$ cat config.mk
export PLATFORM = sky130hd
export DESIGN_NAME = mem_ea_gen
export DESIGN_NICKNAME = d
export VERILOG_FILES = /design/src/rtl/ea_pkg.sv /design/src/rtl/ea_pair16.sv /design/src/rtl/ea_wide.sv /design/src/rtl/ea_out_stage.sv /design/src/rtl/mem_ea_gen.sv
export SDC_FILE = /design/constraint.sdc
export NUM_CORES = 2
export LEC_CHECK = 0
export BUFFER_PORTS_ARGS = -buffer_cell sky130_fd_sc_hd__buf_2
export CELL_PAD_IN_SITES_DETAIL_PLACEMENT = 2
export CELL_PAD_IN_SITES_GLOBAL_PLACEMENT = 2
export CORE_AREA = 10 10 467 469
export CTS_CLUSTER_DIAMETER = 50
export DETAILED_ROUTE_END_ITERATION = 12
export DIE_AREA = 0 0 477 479
export MAX_ROUTING_LAYER = met4
export PLACE_DENSITY_LB_ADDON = 0.25
export RECOVER_POWER = 25
export SLEW_MARGIN = 10
export SYNTH_ARGS = -nofsm -noshare
export SYNTH_HDL_FRONTEND = slang
export SYNTH_SLANG_ARGS = --single-unit
$ cat constraint.sdc
create_clock -name clk -period 13.5 [get_ports clk]
set_input_delay 1.35 -clock clk [delete_from_list [all_inputs] [get_ports clk]]
set_output_delay 1.35 -clock clk [all_outputs]
set_load 0.01 [all_outputs]
$ cat src/rtl/ea_pkg.sv
package ea_pkg;

  typedef enum logic [1:0] {
    AM_16       = 2'd0,
    AM_32       = 2'd1,
    AM_64       = 2'd2,
    AM_32_IN_64 = 2'd3
  } addr_mode_e;

  localparam int unsigned EA_W    = 64;
  localparam int unsigned DISP_W  = 32;
  localparam int unsigned SLOT_BX = 3;
  localparam int unsigned SLOT_BP = 5;
  localparam int unsigned SLOT_SI = 6;
  localparam int unsigned SLOT_DI = 7;

  function automatic logic [EA_W-1:0] sx8(input logic [7:0] v);
    return {{(EA_W-8){v[7]}}, v};
  endfunction

  function automatic logic [EA_W-1:0] sx32(input logic [DISP_W-1:0] v);
    return {{(EA_W-DISP_W){v[DISP_W-1]}}, v};
  endfunction

  // Displacement term for the 32/64-bit paths, chosen by the mod field.
  function automatic logic [EA_W-1:0] disp_term(input logic [1:0] md, input logic [DISP_W-1:0] d);
    case (md)
      2'd1:    return sx8(d[7:0]);
      2'd2:    return sx32(d);
      default: return '0;
    endcase
  endfunction

  // Displacement term for the 16-bit path.
  function automatic logic [15:0] disp_term16(input logic [1:0] md, input logic [15:0] d);
    case (md)
      2'd1:    return {{8{d[7]}}, d[7:0]};
      2'd2:    return d;
      default: return '0;
    endcase
  endfunction

endpackage

$ cat src/rtl/ea_pair16.sv
module ea_pair16 import ea_pkg::*; #(
  parameter int unsigned XLEN = 64,
  parameter int unsigned NREG = 16
) (
  input  logic [NREG*XLEN-1:0] gpr_flat,
  input  logic [7:0]           modrm,
  input  logic [15:0]          disp16,
  output logic [15:0]          sum16,
  output logic                 direct16
);
  localparam int unsigned HW = 16;

  logic [HW-1:0] r_bx, r_bp, r_si, r_di;
  logic [HW-1:0] pair;

  assign r_bx = gpr_flat[SLOT_BX*XLEN +: HW];
  assign r_bp = gpr_flat[SLOT_BP*XLEN +: HW];
  assign r_si = gpr_flat[SLOT_SI*XLEN +: HW];
  assign r_di = gpr_flat[SLOT_DI*XLEN +: HW];

  always_comb begin
    direct16 = (modrm[7:6] == 2'd0) && (modrm[2:0] == 3'd6);
    case (modrm[2:0])
      3'd0:    pair = r_bx + r_si;
      3'd1:    pair = r_bx + r_di;
      3'd2:    pair = r_bp + r_si;
      3'd3:    pair = r_bp + r_di;
      3'd4:    pair = r_si;
      3'd5:    pair = r_di;
      3'd6:    pair = r_bp;
      default: pair = r_bx;
    endcase
    sum16 = direct16 ? disp16 : pair + disp_term16(modrm[7:6], disp16);
  end

endmodule

$ cat src/rtl/ea_wide.sv
module ea_wide import ea_pkg::*; #(
  parameter int unsigned XLEN   = 64,
  parameter int unsigned NREG   = 16,
  parameter int unsigned ILEN_W = 4
) (
  input  logic [NREG*XLEN-1:0] gpr_flat,
  input  logic [7:0]           modrm,
  input  logic [7:0]           sib,
  input  logic                 ext_b,
  input  logic                 ext_x,
  input  logic                 long_mode,
  input  logic [DISP_W-1:0]    disp,
  input  logic [ILEN_W-1:0]    ilen,
  input  logic [XLEN-1:0]      ip,
  output logic [XLEN-1:0]      sum,
  output logic                 rip_rel,
  output logic                 sib_used,
  output logic                 no_index
);
  localparam int unsigned RN_W = $clog2(NREG);

  logic [XLEN-1:0] gpr [NREG];

  generate
    for (genvar g = 0; g < NREG; g++) begin : g_slot
      assign gpr[g] = gpr_flat[g*XLEN +: XLEN];
    end
  endgenerate

  logic [RN_W-1:0] rm_n, idx_n, base_n;
  logic            disp_only, base_is_disp;
  logic [XLEN-1:0] scaled, base_val, core;

  assign rm_n   = RN_W'({ext_b, modrm[2:0]});
  assign idx_n  = RN_W'({ext_x, sib[5:3]});
  assign base_n = RN_W'({ext_b, sib[2:0]});

  always_comb begin
    disp_only    = (modrm[7:6] == 2'd0) && (modrm[2:0] == 3'd5);
    rip_rel      = disp_only && long_mode;
    sib_used     = (modrm[2:0] == 3'd4);
    no_index     = ({ext_x, sib[5:3]} == 4'b0100);
    base_is_disp = (sib[2:0] == 3'd5) && (modrm[7:6] == 2'd0);

    scaled   = (no_index ? '0 : gpr[idx_n]) << sib[7:6];
    base_val = base_is_disp ? sx32(disp) : gpr[base_n];

    if (rip_rel)       core = ip + XLEN'(ilen);
    else if (disp_only) core = '0;
    else if (sib_used)  core = scaled + base_val;
    else                core = gpr[rm_n];

    sum = core + (disp_only ? sx32(disp) : disp_term(modrm[7:6], disp));
  end

endmodule

$ cat src/rtl/ea_out_stage.sv
module ea_out_stage #(
  parameter int unsigned XLEN = 64
) (
  input  logic            clk,
  input  logic            rst_n,
  input  logic            start,
  input  logic            reg_form,
  input  logic [XLEN-1:0] ea_next,
  output logic [XLEN-1:0] ea,
  output logic            ea_valid,
  output logic            ea_err
);

  always_ff @(posedge clk) begin
    if (!rst_n) begin
      ea       <= '0;
      ea_valid <= 1'b0;
      ea_err   <= 1'b0;
    end else begin
      ea_valid <= start && !reg_form;
      ea_err   <= start && reg_form;
      if (start) ea <= reg_form ? '0 : ea_next;
    end
  end

endmodule

$ cat src/rtl/mem_ea_gen.sv
module mem_ea_gen import ea_pkg::*; #(
  parameter int unsigned XLEN   = 64,
  parameter int unsigned NREG   = 16,
  parameter int unsigned ILEN_W = 4
) (
  input  logic                 clk,
  input  logic                 rst_n,
  input  logic                 start,
  input  logic [1:0]           mode,
  input  logic [7:0]           modrm,
  input  logic [7:0]           sib,
  input  logic                 rex_b,
  input  logic                 rex_x,
  input  logic [31:0]          disp,
  input  logic [ILEN_W-1:0]    ilen,
  input  logic [XLEN-1:0]      ip,
  input  logic [NREG*XLEN-1:0] gpr_flat,
  output logic [XLEN-1:0]      ea,
  output logic                 ea_valid,
  output logic                 ea_err
);
  localparam int unsigned NARROW = 32;
  localparam int unsigned HW     = 16;

  addr_mode_e      am;
  logic            long_mode;
  logic            reg_form;
  logic            direct16;
  logic            rip_rel, sib_used, no_index;
  logic [HW-1:0]   sum16;
  logic [XLEN-1:0] sum_wide;
  logic [XLEN-1:0] ea_next;

  assign am        = addr_mode_e'(mode);
  assign long_mode = (am == AM_64) || (am == AM_32_IN_64);
  assign reg_form  = (modrm[7:6] == 2'b11);

  ea_pair16 #(.XLEN(XLEN), .NREG(NREG)) u_pair16 (
    .gpr_flat (gpr_flat),
    .modrm    (modrm),
    .disp16   (disp[HW-1:0]),
    .sum16    (sum16),
    .direct16 (direct16)
  );

  ea_wide #(.XLEN(XLEN), .NREG(NREG), .ILEN_W(ILEN_W)) u_wide (
    .gpr_flat  (gpr_flat),
    .modrm     (modrm),
    .sib       (sib),
    .ext_b     (rex_b && long_mode),
    .ext_x     (rex_x && long_mode),
    .long_mode (long_mode),
    .disp      (disp),
    .ilen      (ilen),
    .ip        (ip),
    .sum       (sum_wide),
    .rip_rel   (rip_rel),
    .sib_used  (sib_used),
    .no_index  (no_index)
  );

  always_comb begin
    case (am)
      AM_16:   ea_next = XLEN'(sum16);
      AM_64:   ea_next = sum_wide;
      default: ea_next = XLEN'(sum_wide[NARROW-1:0]);
    endcase
  end

  ea_out_stage #(.XLEN(XLEN)) u_out (
    .clk      (clk),
    .rst_n    (rst_n),
    .start    (start),
    .reg_form (reg_form),
    .ea_next  (ea_next),
    .ea       (ea),
    .ea_valid (ea_valid),
    .ea_err   (ea_err)
  );

endmodule

==> summary.md <==
| Metric | Value |
|---|---|
| Site row count | `168` |
| Post-route minimum period | `10.25 ns` |
| # nets final | `6410` |
| Sequential-to-total area share from yosys stat | `0.0328` |
| Die Height | `479 um` |
| Most used DFF post-synth | `dfxtp_1` |
| Post-DP HPWL | `285 mm` |
| Initial antenna violation count | `355` |
| Worst setup SP type | `input port` |
| WP data required | `13.83 ns` |
| Core area | `209000 um2` |
| CP Data Arrival Time | `10.58 ns` |
| Post-Syn Area | `40300 um2` |
| CP max-delay cell | `a21oi_1` |
| PostCTS Resize Cnt | `0` |
| Power share of the clock group | `0.083` |
| Crit path max-delay family | `compound AO/OA/AOI/OAI gates` |
| Worst-Skew Late Latency | `0.38 ns` |
| Buffers added on ports | `1209` |
| Detailed-route via count | `45600` |
| #FFs+latches synth | `66` |
| Placed cell area | `49300 um2` |
| Worst Clk Skew | `0 ns` |
| Final ANT Viol Nets | `0` |
| Final instance area | `50100 um2` |
| Share of layout cells above drive strength 1 | `0.431` |
| Crit path max fanout | `63` |
| Maximum VDD drop | `0.0784 mV` |
| Top-count cell post-synth | `mux4_2` |
| Final worst slack | `3.25 ns` |
| Synth area leader | `mux4_2` |
| Sw frac | `0.551` |
| Post-synthesis cell count | `4142` |
| Seq pwr share | `0.063` |
| Via/cell ratio | `5.63` |
| Critical path class | `in -> reg` |
| Avg Cell Area, Syn | `9.72 um2` |
| Initial Util | `0.193` |
| Setup WS pre-CTS | `2.99 ns` |
| Net Switching | `1.94 mW` |
| Period utilization | `0.760` |
| Post-synth EDFFs | `0` |
| Buf/Inv on CP | `2` |
| Worst-margin pin slew | `1.26 ns` |
| Hold buffer count at CTS | `0` |
| Synth cell types | `101` |
| # Max-Cap Violations | `0` |
| Critical path capture point type | `flip-flop` |
| Gpl congestion | `0.956` |
| Post-route setup TNS | `0 ns` |
| Pin count of the biggest net entering global routing | `95` |
| CTS Sinks | `66` |
| Worst stage delay on the critical path | `0.62 ns` |
| Wire per inst | `41.2 um` |
| First-pass GRT wire length | `443 mm` |
| Post-CTS Setup Inserts | `0` |
| Comb power frac | `0.854` |
| # setup viols final | `0` |
| Slew margin rel. | `0.153` |
| Clk root buf | `clkbuf_16` |
| Fill cells | `23800` |
| Drt pass-1 iters | `6` |
| Die footprint | `228000 um2` |
| Final hold vios | `0` |
| 1st-iter DRT viols | `4170` |
| Maximum clock frequency | `97.5 MHz` |
| Internal Power | `1.58 mW` |
| Remaining Overflow, GRT | `0` |
| Clock slew at reported path FFs | `0.07 ns` |
| Status | `completed` |
| YS warnings | `0` |
| Pwr Density | `70.2 nW/um2` |
| Leak | `20.1 nW` |
| Hold crit path type | `reg -> reg` |
| RSZ-0062 raised after global routing | `false` |
| Post-synth top cells | `mux4_2, nand2_1, nor2_1` |
| GR Util All Layers | `0.286` |
| Synth area leaders | `mux4_2, mux2i_1, ha_1, nand2_1, a21oi_1` |
| H-tree depth | `3` |
| Synth-to-layout area growth | `24.5%` |
| Remaining DRCs | `0` |
| Total wire length | `334 mm` |
| Num CTS Buffers | `9` |
| Top cell type's share of synthesized area | `0.442` |
| Vias in the first global route | `47600` |
| Synthesized netlist net count | `5482` |
| Final Max Slew Viols | `0` |
| CTS tree | `done` |
| Max clock buf depth | `2` |
| Die Wd | `477 um` |
| Async SR Flop Fraction | `0` |
| Ports | `1213` |
-- through the flow --
| stage | instances | hold WS (ns) | power, mW | utilization |
|---|---|---|---|---|
| 2_1_floorplan | 4142 | 0.462 | 2.00 | - |
| 3_3_place_gp | 7864 | 0.433 | 3.15 | 0.236 |
| 3_5_place_dp | 7864 | 0.453 | 3.19 | 0.236 |
| 4_1_cts | 7880 | 0.466 | 3.50 | 0.238 |
| 5_1_grt | 8078 | 0.500 | 3.73 | 0.240 |
| 6_report | 8103 | 0.461 | 3.52 | 0.240 |
-- power groups by stage --
stage          combinational [mW]  sequential [mW]  clock [mW]
3_3_place_gp                 2.93            0.224           0
4_1_cts                      2.98            0.221       0.304
2_1_floorplan                1.77            0.230           0
5_1_grt                      3.20            0.223       0.310
6_report                     3.01            0.220       0.291
3_5_place_dp                 2.96            0.225           0
-- area by class of cell --
type	instances	area [um2]	area share
timing repair buffer	1303	6920	0.138
antenna	223	558	0.0111
clock inverter	7	124	0.00247
sequential	66	1320	0.0264
clock buffer	9	225	0.00449
multi-input combinational	3621	37200	0.742
inverter	69	259	0.00517
tap	2805	3510	0.0700
-- tightest hold or removal path, stage by stage (launching register included) --
cell and delay (ns):
dfxtp_1 0.32, nand2_1 0.05, o21ai_0 0.06
-- cell usage in the layout, fill, tap and decap left out, drive strengths merged, types with 44 or more instances in the layout --
cell type,netlist,routed
o21ai,173,173
inv,67,69
a21oi,269,269
xnor2,119,119
buf,159,1270
diode,0,223
dfxtp,66,66
nor2,334,334
mux2,44,44
nand3,75,75
nand2,404,404
mux4,790,790
o21a,53,53
a22o,46,46
mux2i,302,302
xor2,93,93
a211oi,45,45
a21o,68,68
o22ai,121,121
ha,187,187
-- metal layers --
layer / vias up / track usage / share of wire
met4: 0 / 0.0866 / 0.027
met3: 382 / 0.0817 / 0.082
li1: 18900 / - / -
met2: 2179 / 0.431 / 0.45
met5: - / - / 0
met1: 24100 / 0.370 / 0.44
-- kinds of logic (layout without fill, tap and decap cells) --
| logic type | after synthesis | count (layout) | synth area share |
|---|---|---|---|
| AOI/OAI and AO/OA | 1012 | 1012 | 0.167 |
| xor gates and xnor gates | 212 | 212 | 0.0461 |
| adders and majority gates | 193 | 193 | 0.0611 |
| buffers and inverters | 455 | 1388 | 0.0448 |
| DFF | 66 | 66 | 0.0328 |
| muxes | 1136 | 1136 | 0.529 |
| other | 0 | 223 | 0 |
| and+or+nand+nor | 1068 | 1068 | 0.119 |
-- final timing paths --
check	startpoint	endpoint	slack, ns	depth (start not counted)
max	sib[4]	u_out.ea[60]	3.25	30
min	u_out.ea[6]	u_out.ea[6]	0.46	2
max reg2reg	u_out.ea[14]	u_out.ea[14]	12.43	3
min reg2reg	u_out.ea[6]	u_out.ea[6]	0.46	2
-- state kept, by name, indices dropped and copies added (netlist names) --
register and flops:
u_out.ea 64, u_out.ea_err 1, u_out.ea_valid 1
Note: power is estimated with default switching activity, not from simulation.
